$ cat config.mk
export PLATFORM = sky130hd
export DESIGN_NAME = dma_steal
export DESIGN_NICKNAME = d
export VERILOG_FILES = /design/src/rtl/dma_steal_pkg.sv /design/src/rtl/dma_steal_chan.sv /design/src/rtl/dma_steal_arb.sv /design/src/rtl/dma_steal_bus.sv /design/src/rtl/dma_steal.sv
export SDC_FILE = /design/constraint.sdc
export NUM_CORES = 1
export LEC_CHECK = 0
export BUFFER_PORTS_ARGS = -buffer_cell sky130_fd_sc_hd__clkbuf_2
export CAP_MARGIN = 10
export CORE_MARGIN = 3
export CORE_UTILIZATION = 50
export CTS_CLUSTER_SIZE = 24
export DETAILED_ROUTE_END_ITERATION = 7
export PLACE_DENSITY = 0.73
export SETUP_SLACK_MARGIN = 0.1
export SYNTH_ARGS = -nofsm -noshare
export SYNTH_HDL_FRONTEND = slang
export SYNTH_HIERARCHICAL = 1
export SYNTH_SLANG_ARGS = --single-unit
$ cat constraint.sdc
create_clock -name clk -period 5.95 [get_ports clk]
set_input_delay 0.595 -clock clk [delete_from_list [all_inputs] [get_ports clk]]
set_output_delay 0.595 -clock clk [all_outputs]
set_load 0.01 [all_outputs]
$ cat src/rtl/dma_steal_pkg.sv
package dma_steal_pkg;
  typedef enum logic [1:0] {
    BS_IDLE = 2'd0,
    BS_REQ  = 2'd1,
    BS_XFER = 2'd2,
    BS_REL  = 2'd3
  } bus_state_t;

  localparam logic [1:0] WR_BASE = 2'd0;
  localparam logic [1:0] WR_LEN  = 2'd1;
  localparam logic [1:0] WR_CTRL = 2'd2;

  localparam logic [1:0] RD_ADDR = 2'd0;
  localparam logic [1:0] RD_CNT  = 2'd1;
  localparam logic [1:0] RD_CTRL = 2'd2;
endpackage

$ cat src/rtl/dma_steal_chan.sv
module dma_steal_chan
  import dma_steal_pkg::*;
#(
  parameter int AW = 16,
  parameter int LW = 16,
  parameter int CW = 16
) (
  input  logic          clk,
  input  logic          rst,
  input  logic          wr_en,
  input  logic [1:0]    wr_sel,
  input  logic [CW-1:0] wr_data,
  input  logic          dev_req,
  input  logic          step,
  output logic [AW-1:0] cur_addr,
  output logic [LW-1:0] cur_cnt,
  output logic          en,
  output logic          circ,
  output logic          ready,
  output logic          done
);
  logic [AW-1:0] base;
  logic [LW-1:0] len;
  logic          pend;
  logic          live;

  assign live  = en && (cur_cnt != '0);
  assign ready = pend && live;

  always_ff @(posedge clk) begin
    if (rst) begin
      base     <= '0;
      len      <= '0;
      cur_addr <= '0;
      cur_cnt  <= '0;
      en       <= 1'b0;
      circ     <= 1'b0;
      pend     <= 1'b0;
      done     <= 1'b0;
    end else begin
      done <= 1'b0;
      pend <= (pend && !step) || (dev_req && live);
      if (step) begin
        if (cur_cnt == LW'(1)) begin
          if (circ) begin
            cur_addr <= base;
            cur_cnt  <= len;
          end else begin
            cur_addr <= cur_addr + AW'(1);
            cur_cnt  <= '0;
            en       <= 1'b0;
            done     <= 1'b1;
          end
        end else begin
          cur_addr <= cur_addr + AW'(1);
          cur_cnt  <= cur_cnt - LW'(1);
        end
      end
      if (wr_en) begin
        case (wr_sel)
          WR_BASE: begin
            base     <= wr_data[AW-1:0];
            cur_addr <= wr_data[AW-1:0];
          end
          WR_LEN: begin
            len     <= wr_data[LW-1:0];
            cur_cnt <= wr_data[LW-1:0];
          end
          WR_CTRL: begin
            en   <= wr_data[0];
            circ <= wr_data[1];
          end
          default: ;
        endcase
      end
    end
  end

  p_count_step_r5: assert property (@(posedge clk) disable iff (rst)
    (step && !wr_en && cur_cnt > LW'(1)) |=>
      (cur_cnt == $past(cur_cnt) - LW'(1)) && (cur_addr == $past(cur_addr) + AW'(1)));

  p_oneshot_end_r6: assert property (@(posedge clk) disable iff (rst)
    (step && !wr_en && cur_cnt == LW'(1) && !circ) |=> (done && !en));

  p_circ_reload_r7: assert property (@(posedge clk) disable iff (rst)
    (step && !wr_en && cur_cnt == LW'(1) && circ) |=>
      (cur_addr == base && cur_cnt == len && en && !done));

  p_ignore_idle_r9: assert property (@(posedge clk) disable iff (rst)
    (!en && !pend) |=> !pend);
endmodule

$ cat src/rtl/dma_steal_arb.sv
module dma_steal_arb #(
  parameter int NCH = 4,
  parameter int CHW = 2
) (
  input  logic [NCH-1:0] ready,
  output logic           any,
  output logic [CHW-1:0] pick
);
  always_comb begin
    any  = |ready;
    pick = '0;
    for (int i = NCH - 1; i >= 0; i--) begin
      if (ready[i]) pick = CHW'(i);
    end
  end
endmodule

$ cat src/rtl/dma_steal_bus.sv
module dma_steal_bus
  import dma_steal_pkg::*;
#(
  parameter int NCH = 4,
  parameter int CHW = 2,
  parameter int AW  = 16
) (
  input  logic           clk,
  input  logic           rst,
  input  logic           any,
  input  logic [CHW-1:0] pick,
  input  logic [AW-1:0]  sel_addr,
  input  logic           bus_grant,
  output logic [CHW-1:0] sel,
  output logic           step,
  output logic           bus_req,
  output logic [AW-1:0]  dma_addr,
  output logic           addr_valid,
  output logic [NCH-1:0] dev_strobe
);
  bus_state_t st;

  assign step = (st == BS_REQ) && bus_grant;

  always_ff @(posedge clk) begin
    if (rst) begin
      st         <= BS_IDLE;
      sel        <= '0;
      bus_req    <= 1'b0;
      dma_addr   <= '0;
      addr_valid <= 1'b0;
      dev_strobe <= '0;
    end else begin
      case (st)
        BS_IDLE: if (any) begin
          sel     <= pick;
          bus_req <= 1'b1;
          st      <= BS_REQ;
        end
        BS_REQ: if (bus_grant) begin
          dma_addr   <= sel_addr;
          addr_valid <= 1'b1;
          dev_strobe <= NCH'(1) << sel;
          st         <= BS_XFER;
        end
        BS_XFER: begin
          bus_req    <= 1'b0;
          addr_valid <= 1'b0;
          dev_strobe <= '0;
          st         <= BS_REL;
        end
        default: if (!bus_grant) st <= BS_IDLE;
      endcase
    end
  end

  p_strobe_onehot_r4: assert property (@(posedge clk) disable iff (rst)
    $onehot0(dev_strobe) && ((dev_strobe != '0) == addr_valid));

  p_strobe_needs_grant_r3: assert property (@(posedge clk) disable iff (rst)
    $rose(addr_valid) |-> ($past(bus_grant) && bus_req));

  p_release_after_word_r4: assert property (@(posedge clk) disable iff (rst)
    addr_valid |=> (!bus_req && !addr_valid));
endmodule

$ cat src/rtl/dma_steal.sv
module dma_steal
  import dma_steal_pkg::*;
#(
  parameter int NCH = 4,
  parameter int AW  = 16,
  parameter int LW  = 16,
  parameter int CHW = (NCH > 1) ? $clog2(NCH) : 1,
  parameter int CW  = (AW > LW) ? AW : LW
) (
  input  logic           clk,
  input  logic           rst,
  input  logic           cfg_we,
  input  logic [CHW-1:0] cfg_ch,
  input  logic [1:0]     cfg_sel,
  input  logic [CW-1:0]  cfg_wdata,
  input  logic [CHW-1:0] rd_ch,
  input  logic [1:0]     rd_sel,
  output logic [CW-1:0]  rd_data,
  input  logic [NCH-1:0] dev_req,
  input  logic           bus_grant,
  output logic           bus_req,
  output logic [AW-1:0]  dma_addr,
  output logic           addr_valid,
  output logic [NCH-1:0] dev_strobe,
  output logic [NCH-1:0] done
);
  logic [AW-1:0]  ch_addr [NCH];
  logic [LW-1:0]  ch_cnt  [NCH];
  logic [NCH-1:0] ch_en, ch_circ, ch_ready;
  logic           any, step;
  logic [CHW-1:0] pick, sel;

  for (genvar i = 0; i < NCH; i++) begin : g_ch
    dma_steal_chan #(.AW(AW), .LW(LW), .CW(CW)) u_chan (
      .clk      (clk),
      .rst      (rst),
      .wr_en    (cfg_we && (cfg_ch == CHW'(i))),
      .wr_sel   (cfg_sel),
      .wr_data  (cfg_wdata),
      .dev_req  (dev_req[i]),
      .step     (step && (sel == CHW'(i))),
      .cur_addr (ch_addr[i]),
      .cur_cnt  (ch_cnt[i]),
      .en       (ch_en[i]),
      .circ     (ch_circ[i]),
      .ready    (ch_ready[i]),
      .done     (done[i])
    );
  end

  dma_steal_arb #(.NCH(NCH), .CHW(CHW)) u_arb (
    .ready (ch_ready),
    .any   (any),
    .pick  (pick)
  );

  dma_steal_bus #(.NCH(NCH), .CHW(CHW), .AW(AW)) u_bus (
    .clk        (clk),
    .rst        (rst),
    .any        (any),
    .pick       (pick),
    .sel_addr   (ch_addr[sel]),
    .bus_grant  (bus_grant),
    .sel        (sel),
    .step       (step),
    .bus_req    (bus_req),
    .dma_addr   (dma_addr),
    .addr_valid (addr_valid),
    .dev_strobe (dev_strobe)
  );

  always_ff @(posedge clk) begin
    if (rst) begin
      rd_data <= '0;
    end else begin
      case (rd_sel)
        RD_ADDR: rd_data <= CW'(ch_addr[rd_ch]);
        RD_CNT:  rd_data <= CW'(ch_cnt[rd_ch]);
        RD_CTRL: rd_data <= CW'({ch_circ[rd_ch], ch_en[rd_ch]});
        default: rd_data <= '0;
      endcase
    end
  end
endmodule

==> run summary <==
### Status
- finished, final reports clean — outcome

### STA
- 0 — final count of negative-setup-slack endpoints
- 0 — pins over their slew limit
- 0 — final hold violation count
- 0 ps — Setup TNS
- false — setup repair after global routing missed its margin
- 3320 ps — final critical-path required period
- 0.273 — Max-slew headroom
- 301 MHz — upper clock frequency limit
- 356 ps — final worst hold slack
- 1090 ps — Worst-Margin Slew
- 0.558 — final period utilization
- 22.2 ps — Post-Route Skew

### Clock network
- 2 — CTS H-tree lvls
- clkbuf_16 — buffer type at the clock tree root
- 3 — number of buffers on the longest clock path
- 37 — CTS buffer count
- 0 — post-cts resize count
- 314 — Clock Sink Count
- 0 — Post CTS Setup Buffer Count
- 0 — hold_buf cts
- 520 ps — clock latency on the worst-skew pair
- done — clock tree from TritonCTS
- 60 ps — Clock transition at path regs

### Power
- 0.244 — switching power as a share of total power
- 3.58 mW — Internal Dissipation
- 253 nW/um2 — Power Dens Cells
- 6.48 nW — static leakage
- 0.070 — combinational share of power
- 0.232 mV — IR drop worst, VDD
- 1.15 mW — switching power of the nets
- 0.472 — part of the total power dissipated in the clock network
- 0.458 — Sequential Power Share

### Route
- 0 — detailed-route DRC error count
- 0 — Final ANT Viol Nets
- 2297 — DRT iter0 DRCs
- 59100 um — post-detailed-routing wire length
- 6 — number of detailed-route iterations in the first pass
- 16785 — total number of vias
- 23.4 um — routed length per placed instance
- 6.65 — Vias/cell

### Floorplan
- 33700 um2 — floorplan core area
- 0.510 — effective utilization at floorplan
- 191 um — Die Ht
- 67 — FP Rows
- 191 um — Die X
- 36600 um2 — die area
- 74 — number of I/O pins

### Final layout
- 2523 — non-filler instance count after layout
- 2102 — net count reported at finish
- nand2_1 — most frequent standard cell in the layout excluding fill and tap cells
- 8.95% — Layout area overhead
- 0.128 — fraction of final layout cells sized beyond drive strength 1
- 0 — antenna cells
- 3089 — Filler cells
- 407 x nand2_1, 314 x dfxtp_1, 237 x a21oi_1, 117 x nor2_1, 86 x o21ai_0 — highest-count cells in the layout ignoring fill and taps

### Yosys
- 2090 — Synth Instances
- 0.0944 — multiplexer share of the synthesized area
- 17200 um2 — mapped cell area
- 0.00867 — parity-gate share of the synthesized area counting xor and xnor cells
- 6 — number of synthesis warnings
- dfxtp_1 — top cell type by total area after synthesis
- 0 — number of enable-type register cells in the synthesized netlist
- 87 — Yosys cell types
- 0.223 — Compound-Gate Fraction of Synth Area
- 0.242 — post-synthesis simple-gate area fraction
- 2139 — number of nets produced by synthesis
- dfxtp_1 37%, nand2_1 8.9%, a21oi_1 6.9% — biggest area contributors in the synthesized netlist
- simple AND/OR/NAND/NOR gates — combinational family with the most area after synthesis
- 0.366 — fraction of post-synthesis cell area in the top cell type by area
- 0.366 — part of the Yosys area used for sequential elements
- 8.22 um2 — Mapped Avg Cell Area
- 0.0124 — area share of fa/ha/maj cells after synthesis
- 314 — total of flip-flops plus latches after synthesis
- 0 — share of synthesized registers carrying an async set or reset
- dfxtp_1 — commonest register cell after synthesis

### Global routing
- 0.313 — GRT Resource Usage Total
- 15239 — number of global-route vias before repair
- met2 — busiest grt layer
- 0.480 — met2 routing resource usage after global routing
- 89200 um — wire length of the first global-routing pass
- 145 — largest net degree at the start of global routing
- 0 — GRT Residual Overflow
- 3 — antenna violations before repair
- 0.0579 — GRT met3 Usage
- 0.427 — met1 Resource Use GR

### Critical path
- flop — startpoint type of the worst setup path
- 590 ps — slowest cell delay on critical path
- inv_1 — most prevalent standard cell on the critical path
- 23 — Worst Path Max Fanout
- inv_1 > ha_1 > nand2_2 > clkinv_2 > nand2_1 > nor2_2 > inv_1 > nor3_1 > nand3_1 > a32o_1 — CP Cell Sequence
- 3 — Worst Path Buf+Inv
- reg2reg — category of the critical setup timing path
- inv_1 — CP max-delay cell
- 3730 ps — endpoint arrival time on the critical path
- flop — nature of the critical path endpoint
- 6360 ps — endpoint required time on the critical path
- simple AND/OR/NAND/NOR gates — CP top delay family

### Placed design
- 73 — # port buffers
- 39300 um — post-detailed-placement half-perimeter wirelength
- 2462 — total instance count after detailed placement
- 0.992 — placer congestion estimate

### Min path
- in2reg — worst min-delay path category

### Run
- 0 — count of max-cap constraint violations

-- cells in the mapped netlist (8+ instances only) --
cell type    n
nor3b_1     12
buf_6       12
o22ai_1     11
buf_2       31
nand4_1     13
a21o_1      14
clkbuf_1   119
a21oi_1    237
or4_1       18
and3_1      49
a221oi_1    24
o2bb2ai_1   10
nor3_1      38
mux2i_1     34
a211o_1     10
o311ai_1     8
or3_1       14
o211ai_1    18
nand3b_1    11
nand2b_1    11
ha_1        17
nand3_1     60
nor2_1     119
a311oi_1    14
dfxtp_1    314
a22o_1      12
nand2_1    407
mux4_2      47
and2_1       9
xor2_1      16
a211oi_1    41
o21ai_1     11
o221ai_1    11
o41ai_1     10
mux2_2      13
inv_1       21
o21ai_0     86
a31oi_1     20
nor4_1      27
-- worst register-to-register path, cell delays in order, from the launching register on --
cell      delay (ps)
dfxtp_1          340
inv_1            120
ha_1             190
nand2_2          250
clkinv_2         290
nand2_1          100
nor2_2           570
inv_1            590
nor3_1           380
nand3_1          110
a32o_1           270
-- power by group through the flow --
stage	Combinational (mW)	Clock (mW)	Sequential [mW]
6_report	0.333	2.23	2.17
5_1_grt	0.352	2.34	2.17
4_1_cts	0.324	2.25	2.17
3_5_place_dp	0.322	0	2.21
3_3_place_gp	0.316	0	2.21
2_1_floorplan	0.217	0	2.20
-- logic make-up (layout without fill, tap and decap cells) --
family          Yosys count  in the layout
mux                      98             98
compound gates          595            595
fa+ha+maj                17             17
flops                   314            314
simple gates            851            851
xor+xnor                 17             17
buf+inv                 198            183
-- per-layer routing --
layer	vias to the layer above	routed length [um]
li1	7623	-
met1	8026	23600
met2	954	26100
met3	176	6290
met4	6	3090
met5	-	37
-- metrics by stage --
stage	power (mW)	setup WS, ps	util	cell area [um2]
floorplan	2.41	3520	-	17200
global placement	2.53	2630	0.520	17500
detailed placement	2.53	2570	0.520	17500
CTS	4.74	2710	0.555	18700
global route	4.86	2370	0.555	18700
finish	4.73	2630	0.555	18700
-- worst paths after layout --
path                                        startpoint                         end  slack (ps)  cells past startpoint
worst min-delay path                        dev_req[1]         g_ch[1].u_chan/pend         360                      3
worst min register to register  g_ch[1].u_chan/base[6]      g_ch[1].u_chan/base[6]         450                      2
worst max-delay path                       u_bus/st[1]  g_ch[1].u_chan/cur_addr[9]        2630                     10
worst max register to register             u_bus/st[1]  g_ch[1].u_chan/cur_addr[9]        2630                     10
-- cell type report --
type	instances	area, um2	share of cell area
clock buffers	53	1050	0.0559
clock inverters	8	121	0.00649
inverters	23	87.6	0.00468
multi-input cells	1578	10000	0.536
flip-flops and latches	314	6290	0.336
well taps	448	561	0.0300
repair buffers	99	583	0.0312
-- state kept, by name, indices dropped and copies added (netlist names) --
name	flops
u_bus/dma_addr	16
u_bus/addr_valid	1
u_bus/bus_req	1
g_ch.u_chan/done	4
rd_data	16
g_ch.u_chan/en	4
g_ch.u_chan/len	64
u_bus/st	2
g_ch.u_chan/circ	4
g_ch.u_chan/cur_cnt	64
g_ch.u_chan/pend	4
u_bus/sel	2
u_bus/dev_strobe	4
g_ch.u_chan/base	64
g_ch.u_chan/cur_addr	64
(Power assumes the default switching activity.)
